===== src/rtl/csr_ctl_pkg.sv =====
package csr_ctl_pkg;
    localparam int IRQ_W = 12;

    localparam int B_SSI  = 1;
    localparam int B_MSI  = 3;
    localparam int B_STI  = 5;
    localparam int B_MTI  = 7;
    localparam int B_HOST = 9;
    localparam int B_COP  = 11;

    localparam logic [IRQ_W-1:0] DELEG_MASK = 12'hA22;
    localparam logic [IRQ_W-1:0] PEND_SW_MASK = 12'h02A;
    localparam logic [IRQ_W-1:0] ENAB_MASK = 12'hAAA;

    localparam logic [31:0] ST_M_BASE = 32'h0006_61AA;
    localparam logic [31:0] ST_XS     = 32'h0001_8000;
    localparam logic [31:0] ST_MPP    = 32'h0000_1800;
    localparam logic [31:0] ST_S_VIEW = 32'h0005_E122;
    localparam int ST_FS_LO  = 13;
    localparam int ST_XS_LO  = 15;
    localparam int ST_MPP_LO = 11;

    localparam logic [11:0] A_MSTATUS  = 12'h300;
    localparam logic [11:0] A_MDELEG   = 12'h303;
    localparam logic [11:0] A_MENAB    = 12'h304;
    localparam logic [11:0] A_UCNTEN   = 12'h306;
    localparam logic [11:0] A_MPEND    = 12'h344;
    localparam logic [11:0] A_SSTATUS  = 12'h100;
    localparam logic [11:0] A_SENAB    = 12'h104;
    localparam logic [11:0] A_SCNTEN   = 12'h106;
    localparam logic [11:0] A_SPEND    = 12'h144;
    localparam logic [11:0] A_HOSTWORD = 12'h7C1;
    localparam logic [3:0]  BANK_M = 4'hB;
    localparam logic [3:0]  BANK_U = 4'hC;
    localparam logic [3:0]  BANK_S = 4'hD;
endpackage


===== src/rtl/csr_status_view.sv =====
module csr_status_view
    import csr_ctl_pkg::*;
#(
    parameter int XLEN   = 32,
    parameter bit EXT_EN = 1'b1
) (
    input  logic [XLEN-1:0] status_q,
    input  logic [XLEN-1:0] wdata,
    input  logic            m_we,
    input  logic            s_we,
    output logic [XLEN-1:0] status_d,
    output logic [XLEN-1:0] s_view
);
    localparam logic [XLEN-1:0] XS_W  = EXT_EN ? XLEN'(ST_XS) : '0;
    localparam logic [XLEN-1:0] S_MSK = XLEN'(ST_S_VIEW);

    logic [XLEN-1:0] m_mask;
    logic [1:0] fs_f;
    logic [1:0] xs_f;

    always_comb begin
        m_mask = XLEN'(ST_M_BASE) | XS_W;
        if (wdata[ST_MPP_LO+1:ST_MPP_LO] != 2'b10) begin
            m_mask = m_mask | XLEN'(ST_MPP);
        end
        status_d = status_q;
        if (m_we) begin
            status_d = (status_q & ~m_mask) | (wdata & m_mask);
        end else if (s_we) begin
            status_d = (status_q & ~S_MSK) | (wdata & S_MSK);
        end
        fs_f = status_q[ST_FS_LO+1:ST_FS_LO];
        xs_f = status_q[ST_XS_LO+1:ST_XS_LO];
        s_view = status_q & S_MSK;
        if (fs_f == 2'b11 || xs_f == 2'b11) begin
            s_view[XLEN-1] = 1'b1;
        end
    end
endmodule


===== src/rtl/csr_irq_unit.sv =====
module csr_irq_unit
    import csr_ctl_pkg::*;
#(
    parameter int XLEN = 32
) (
    input  logic [IRQ_W-1:0] pend_q,
    input  logic [IRQ_W-1:0] enab_q,
    input  logic [IRQ_W-1:0] deleg_q,
    input  logic [XLEN-1:0]  wdata,
    input  logic             we_mpend,
    input  logic             we_spend,
    input  logic             we_menab,
    input  logic             we_senab,
    input  logic             we_deleg,
    input  logic             we_host,
    input  logic             tmr_set,
    input  logic             tmr_clr,
    input  logic             hst_set,
    input  logic             hst_clr,
    output logic [IRQ_W-1:0] pend_d,
    output logic [IRQ_W-1:0] enab_d,
    output logic [IRQ_W-1:0] deleg_d
);
    logic [IRQ_W-1:0] w_low;
    logic [IRQ_W-1:0] msk;

    always_comb begin
        w_low = wdata[IRQ_W-1:0];
        pend_d = pend_q;
        if (we_mpend) begin
            msk = PEND_SW_MASK;
        end else if (we_spend) begin
            msk = PEND_SW_MASK & deleg_q;
        end else begin
            msk = '0;
        end
        pend_d = (pend_d & ~msk) | (w_low & msk);
        if (we_host) begin
            pend_d[B_HOST] = |wdata;
        end
        if (tmr_clr) pend_d[B_MTI] = 1'b0;
        if (tmr_set) pend_d[B_MTI] = 1'b1;
        if (hst_clr) pend_d[B_HOST] = 1'b0;
        if (hst_set) pend_d[B_HOST] = 1'b1;

        enab_d = enab_q;
        if (we_menab) begin
            enab_d = (enab_q & ~ENAB_MASK) | (w_low & ENAB_MASK);
        end else if (we_senab) begin
            enab_d = (enab_q & ~(ENAB_MASK & deleg_q)) | (w_low & ENAB_MASK & deleg_q);
        end

        deleg_d = deleg_q;
        if (we_deleg) begin
            deleg_d = (deleg_q & ~DELEG_MASK) | (w_low & DELEG_MASK);
        end
    end
endmodule


===== src/rtl/csr_counter_gate.sv =====
module csr_counter_gate
    import csr_ctl_pkg::*;
#(
    parameter int XLEN = 32,
    parameter int NCNT = 3
) (
    input  logic [11:0]                addr,
    input  logic [NCNT-1:0][XLEN-1:0]  cnt_vals,
    input  logic [NCNT-1:0]            ucen,
    input  logic [NCNT-1:0]            scen,
    output logic                       hit,
    output logic                       deny,
    output logic [XLEN-1:0]            value
);
    logic [NCNT-1:0]           sel;
    logic [NCNT-1:0][XLEN-1:0] part;
    logic bank_m, bank_u, bank_s;

    for (genvar i = 0; i < NCNT; i++) begin : g_cnt
        assign sel[i]  = (addr[7:0] == 8'(i));
        assign part[i] = sel[i] ? cnt_vals[i] : '0;
    end

    always_comb begin
        bank_m = (addr[11:8] == BANK_M);
        bank_u = (addr[11:8] == BANK_U);
        bank_s = (addr[11:8] == BANK_S);
        hit = (bank_m || bank_u || bank_s) && (|sel);
        deny = hit && ((bank_u && ((sel & ucen) == '0)) ||
                       (bank_s && ((sel & scen) == '0)));
        value = '0;
        for (int i = 0; i < NCNT; i++) begin
            value = value | part[i];
        end
        if (deny) value = '0;
    end
endmodule


===== src/rtl/csr_ctl_file.sv =====
module csr_ctl_file
    import csr_ctl_pkg::*;
#(
    parameter int XLEN   = 32,
    parameter int NCNT   = 3,
    parameter bit EXT_EN = 1'b1
) (
    input  logic                  clk,
    input  logic                  rst_n,
    input  logic                  acc_valid,
    input  logic                  acc_write,
    input  logic [11:0]           acc_addr,
    input  logic [XLEN-1:0]       acc_wdata,
    input  logic                  tmr_set,
    input  logic                  tmr_clr,
    input  logic                  hst_set,
    input  logic                  hst_clr,
    input  logic [NCNT*XLEN-1:0]  cnt_vals,
    output logic [XLEN-1:0]       rd_data,
    output logic                  rd_illegal,
    output logic [XLEN-1:0]       stat_q,
    output logic [IRQ_W-1:0]      pend_q,
    output logic [IRQ_W-1:0]      enab_q,
    output logic [IRQ_W-1:0]      deleg_q
);
    typedef struct packed {
        logic [XLEN-1:0]  status;
        logic [IRQ_W-1:0] pend;
        logic [IRQ_W-1:0] enab;
        logic [IRQ_W-1:0] deleg;
        logic [NCNT-1:0]  ucen;
        logic [NCNT-1:0]  scen;
        logic [XLEN-1:0]  host;
        logic [XLEN-1:0]  rdata;
        logic             illegal;
    } regs_t;

    regs_t st_d, st_q;

    logic we;
    logic h_mst, h_sst, h_mpend, h_spend, h_menab, h_senab, h_deleg;
    logic h_ucen, h_scen, h_host, reg_hit;
    logic [XLEN-1:0]  status_nx, s_view;
    logic [IRQ_W-1:0] pend_nx, enab_nx, deleg_nx;
    logic cnt_hit, cnt_deny;
    logic [XLEN-1:0] cnt_val;
    logic [XLEN-1:0] rval;
    logic [NCNT-1:0][XLEN-1:0] cnt_arr;

    assign cnt_arr = cnt_vals;
    assign we      = acc_valid & acc_write;
    assign h_mst   = (acc_addr == A_MSTATUS);
    assign h_sst   = (acc_addr == A_SSTATUS);
    assign h_mpend = (acc_addr == A_MPEND);
    assign h_spend = (acc_addr == A_SPEND);
    assign h_menab = (acc_addr == A_MENAB);
    assign h_senab = (acc_addr == A_SENAB);
    assign h_deleg = (acc_addr == A_MDELEG);
    assign h_ucen  = (acc_addr == A_UCNTEN);
    assign h_scen  = (acc_addr == A_SCNTEN);
    assign h_host  = (acc_addr == A_HOSTWORD);
    assign reg_hit = h_mst | h_sst | h_mpend | h_spend | h_menab | h_senab |
                     h_deleg | h_ucen | h_scen | h_host;

    csr_status_view #(.XLEN(XLEN), .EXT_EN(EXT_EN)) u_stat (
        .status_q (st_q.status),
        .wdata    (acc_wdata),
        .m_we     (we & h_mst),
        .s_we     (we & h_sst),
        .status_d (status_nx),
        .s_view   (s_view)
    );

    csr_irq_unit #(.XLEN(XLEN)) u_irq (
        .pend_q   (st_q.pend),
        .enab_q   (st_q.enab),
        .deleg_q  (st_q.deleg),
        .wdata    (acc_wdata),
        .we_mpend (we & h_mpend),
        .we_spend (we & h_spend),
        .we_menab (we & h_menab),
        .we_senab (we & h_senab),
        .we_deleg (we & h_deleg),
        .we_host  (we & h_host),
        .tmr_set  (tmr_set),
        .tmr_clr  (tmr_clr),
        .hst_set  (hst_set),
        .hst_clr  (hst_clr),
        .pend_d   (pend_nx),
        .enab_d   (enab_nx),
        .deleg_d  (deleg_nx)
    );

    csr_counter_gate #(.XLEN(XLEN), .NCNT(NCNT)) u_cnt (
        .addr     (acc_addr),
        .cnt_vals (cnt_arr),
        .ucen     (st_q.ucen),
        .scen     (st_q.scen),
        .hit      (cnt_hit),
        .deny     (cnt_deny),
        .value    (cnt_val)
    );

    always_comb begin
        rval = '0;
        if (h_mst)   rval = st_q.status;
        if (h_sst)   rval = s_view;
        if (h_mpend) rval = XLEN'(st_q.pend);
        if (h_spend) rval = XLEN'(st_q.pend & st_q.deleg);
        if (h_menab) rval = XLEN'(st_q.enab);
        if (h_senab) rval = XLEN'(st_q.enab & st_q.deleg);
        if (h_deleg) rval = XLEN'(st_q.deleg);
        if (h_ucen)  rval = XLEN'(st_q.ucen);
        if (h_scen)  rval = XLEN'(st_q.scen);
        if (h_host)  rval = st_q.host;
        if (cnt_hit) rval = cnt_val;

        st_d        = st_q;
        st_d.status = status_nx;
        st_d.pend   = pend_nx;
        st_d.enab   = enab_nx;
        st_d.deleg  = deleg_nx;
        if (we && h_ucen) st_d.ucen = acc_wdata[NCNT-1:0];
        if (we && h_scen) st_d.scen = acc_wdata[NCNT-1:0];
        if (we && h_host) st_d.host = acc_wdata;
        st_d.illegal = acc_valid & (~(reg_hit | cnt_hit) | cnt_deny);
        st_d.rdata   = (acc_valid && !st_d.illegal) ? rval : '0;
    end

    always_ff @(posedge clk) begin
        if (!rst_n) begin
            st_q <= '0;
        end else begin
            st_q <= st_d;
        end
    end

    assign rd_data    = st_q.rdata;
    assign rd_illegal = st_q.illegal;
    assign stat_q     = st_q.status;
    assign pend_q     = st_q.pend;
    assign enab_q     = st_q.enab;
    assign deleg_q    = st_q.deleg;
endmodule


===== config.mk =====
export PLATFORM = sky130hd
export DESIGN_NAME = csr_ctl_file
export DESIGN_NICKNAME = d
export VERILOG_FILES = /design/src/rtl/csr_ctl_pkg.sv /design/src/rtl/csr_status_view.sv /design/src/rtl/csr_irq_unit.sv /design/src/rtl/csr_counter_gate.sv /design/src/rtl/csr_ctl_file.sv
export SDC_FILE = /design/constraint.sdc
export NUM_CORES = 1
export LEC_CHECK = 0
export ABC_CLOCK_PERIOD_IN_PS = 5800
export BUFFER_PORTS_ARGS = -buffer_cell sky130_fd_sc_hd__buf_2
export CAP_MARGIN = 10
export CELL_PAD_IN_SITES_DETAIL_PLACEMENT = 1
export CELL_PAD_IN_SITES_GLOBAL_PLACEMENT = 1
export CORE_MARGIN = 4
export CORE_UTILIZATION = 37
export DETAILED_ROUTE_END_ITERATION = 10
export GPL_TIMING_DRIVEN = 0
export MAX_ROUTING_LAYER = met4
export PLACE_DENSITY = 0.87
export SLEW_MARGIN = 20
export SYNTH_ARGS = -nofsm -noshare
export SYNTH_HDL_FRONTEND = slang
export SYNTH_SLANG_ARGS = --single-unit

===== constraint.sdc =====
create_clock -name clk -period 5.8 [get_ports clk]
set_clock_uncertainty 0.15 [all_clocks]
set_input_delay 0.87 -clock clk [delete_from_list [all_inputs] [get_ports clk]]
set_output_delay 0.87 -clock clk [all_outputs]
set_load 0.02 [all_outputs]

==> parameters.txt <==
Parameter                              Value

Finish
  # nets final    1120
  Final Instance Count excl. Fillers    1190
  Register area    1982 um2
  Syn-to-layout area delta    28.98%
  Fillers    1985
  Area of the multi-input gates    3023 um2
  Layout cells sized above 1    0.3627

Critical path
  Slowest library cell on the worst path    buf_1
  Worst path top cell family by delay    buffers and inverters
  Critical path capture point type    flop
  List of cells traversed by the critical path    buf_2 -> buf_2 -> nand4b_1 -> nor4_1 -> clkbuf_1 -> buf_1 -> a211oi_1 -> o21ai_0 -> a21oi_1
  Startpoint type of the worst setup path    input port
  WP data required    5.87 ns
  Worst EP arrival    3.35 ns
  Highest cell delay on the worst timing path    0.50 ns
  Number of stages on the worst setup path    9
  Largest driver fanout on the critical path    10
  Cell repeated most along the worst path    buf_2
  Logic depth of the worst register-to-register path    7
  Buffers & Inverters on Critical Path    4
  Worst setup path category    input port to flop
  Worst R2R Setup Slack    3.37 ns

Yosys
  Yosys top cell by area    dfxtp_1
  Count of yosys warnings during synthesis    0
  Cells taking the most area after synthesis    dfxtp_1, buf_4, mux2i_1, nand2_1, a21boi_1
  Portion of the post-synthesis area used by sequential elements    0.3372
  Most used DFF post-synth    dfxtp_1
  Gate count after technology mapping    719
  Summed instance area of the synthesized netlist    5877 um2
  Most frequent cells after synthesis    nand2_1, buf_4, dfxtp_1
  Most common cell in the netlist    nand2_1
  Synth Area per Inst    8.174 um2
  Async set-or-reset flop fraction in the synthesized netlist    0
  Distinct cell type count after synthesis    57
  Number of synthesized flops with an enable pin    0
  Flip-flop and latch count after synthesis    99
  Fraction of synthesized cell area taken by the top area cell type    0.3372

Clock tree
  Clock Tree Root    clkbuf_16
  Clock tree from TritonCTS    yes
  Gates resized, CTS repair    0
  Number of clock sinks    99
  Clock slew at reported path FFs    0.07 ns
  Clock buffer depth    2
  Number of post-CTS setup repair buffers    0
  CTS Hold Bufs    0
  H-tree level count    3
  Number of buffers created by CTS    9
  Clock Latency Late Sink    0.35 ns

Routing
  Routed via count    6034
  Via-to-Cell Ratio    5.071
  Antenna Violating Nets Remaining    0
  Detail Route met3 WL    1537 um
  DRC errors left    0
  Routed length on met1    9628 um
  Initial DRC count    390
  Uppermost layer routed    met4
  Initial DRT Pass Iterations    5
  Final routed wire length divided by cell count    19.10 um
  Routed length on met2    11250 um
  Routed Wire Length    22730 um

GRT
  Initial antenna violation count    3
  Pin count of the biggest net entering global routing    16
  Overall routing resource usage    0.2525
  Vias in the first global route    6190
  Global-route wire length before repair    34560 um
  Overall overflow remaining after global route    0

Floorplan
  Cell Rows    45
  IO Count    249
  CORE AREA    15370 um2
  Chip height    134.0 um
  Horizontal die dimension    134.0 um
  Initial standard-cell utilization of the core    0.3823
  Total die area    17960 um2

Worst hold path
  Hold WC Path Type    flop to flop
  Worst hold path stage count    2

Pwr
  Peak ir drop on the vdd network    0.1439 mV
  Power density cells    192.4 nW/um2
  Leakage power figure    3.443 nW

STA
  Fin crit share    0.5649
  Worst-margin pin slew    0.9687 ns
  Final-report setup violation count    0
  Rel. slew slack    0.3542
  Highest achievable clock rate    0.3052 GHz
  Pins Over Slew Limit    0
  Number of failing hold endpoints at the final stage    0
  Total negative setup slack    0 ns
  Clock period minus worst slack    3.276 ns
  RSZ-0062 raised after global routing    false

Placed design
  Routability-driven placement congestion ratio    0.8751
  Number of input and output port buffers inserted    203
  Detailed Place HPWL    18130 um
  Placed cell count    1172

Outcome
  Result of the run    finished clean

Flow run
  Number of max-cap violations    0
-- kinds of logic (layout without fill, tap and decap cells) --
family          after synthesis  count (layout)  share of synthesized area
compound gates              151             151                     0.1801
buf+inv                     161             379                     0.1733
flops                        99              99                     0.3372
mux                          59              59                     0.1009
other cells                   1              43                  0.0006381
simple gates                248             248                     0.2078
-- metrics by stage --
stage	utilization	power (mW)	hold slack, ns	setup slack [ns]	area [um2]
4_1_cts	0.4926	1.459	0.3113	2.512	7572
6_report	0.4931	1.458	0.3169	2.524	7580
2_1_floorplan	-	0.8124	0.2847	2.970	6023
3_3_place_gp	0.4751	0.8984	0.2918	2.233	7303
5_1_grt	0.4931	1.514	0.3278	2.420	7580
3_5_place_dp	0.4751	0.9012	0.3026	2.148	7303
-- final timing paths --
kind,end,from
hold / removal,st_q[41],st_q[41]
hold reg to reg,st_q[41],st_q[41]
setup reg to reg,rd_data[7],st_q[70]
setup / recovery,rd_data[1],acc_addr[6]
-- cell type report --
cell class | count | share of cell area
antenna | 3 | 0.0009904
buffer | 153 | 0.1304
clock buffer | 11 | 0.03202
clock inverter | 4 | 0.003466
inverter | 8 | 0.003962
multi-input combinational | 498 | 0.3988
sequential | 99 | 0.2615
tap | 211 | 0.03483
timing repair buffer | 203 | 0.1340
-- state kept, by name, indices dropped and copies added (netlist names), named ones only --
name and count:
deleg_q 4, enab_q 2, pend_q 2, rd_data 32, rd_illegal 1, st_q 38, stat_q 13
-- power breakdown --
part	leakage [nW]	internal [mW]	switching, mW	total (mW)
sequential	0.798	0.681	0.00104	0.682
combinational	2.51	0.0898	0.117	0.207
clock	0.132	0.301	0.268	0.569
-- per-layer routing --
layer / vias to the layer above / global-route usage
li1: 2864 / -
met1: 2914 / 0.3155
met2: 234 / 0.4234
met4: 0 / 0.06109
met3: 22 / 0.04876
met5: - / -
-- cell usage in the layout, fill, tap and decap left out, types with 9 or more instances in the layout --
cell	synthesis	final
a21boi_1	42	42
a21oi_1	11	11
a22oi_1	23	23
buf_2	16	219
buf_4	103	103
clkbuf_1	29	30
clkbuf_16	0	9
conb_1	1	40
dfxtp_1	99	99
mux2i_1	57	57
nand2_1	137	137
nor2_1	25	25
nor2b_1	24	24
nor4_1	14	14
o21ai_0	35	35
-- worst min-delay path: cells and delay by family (launching register included) --
kind               cells  cell delay, ns
AOI/OAI and AO/OA      1            0.05
DFF                    1            0.32
and+or+nand+nor        1            0.05
Power figures use the tool's default switching activity.
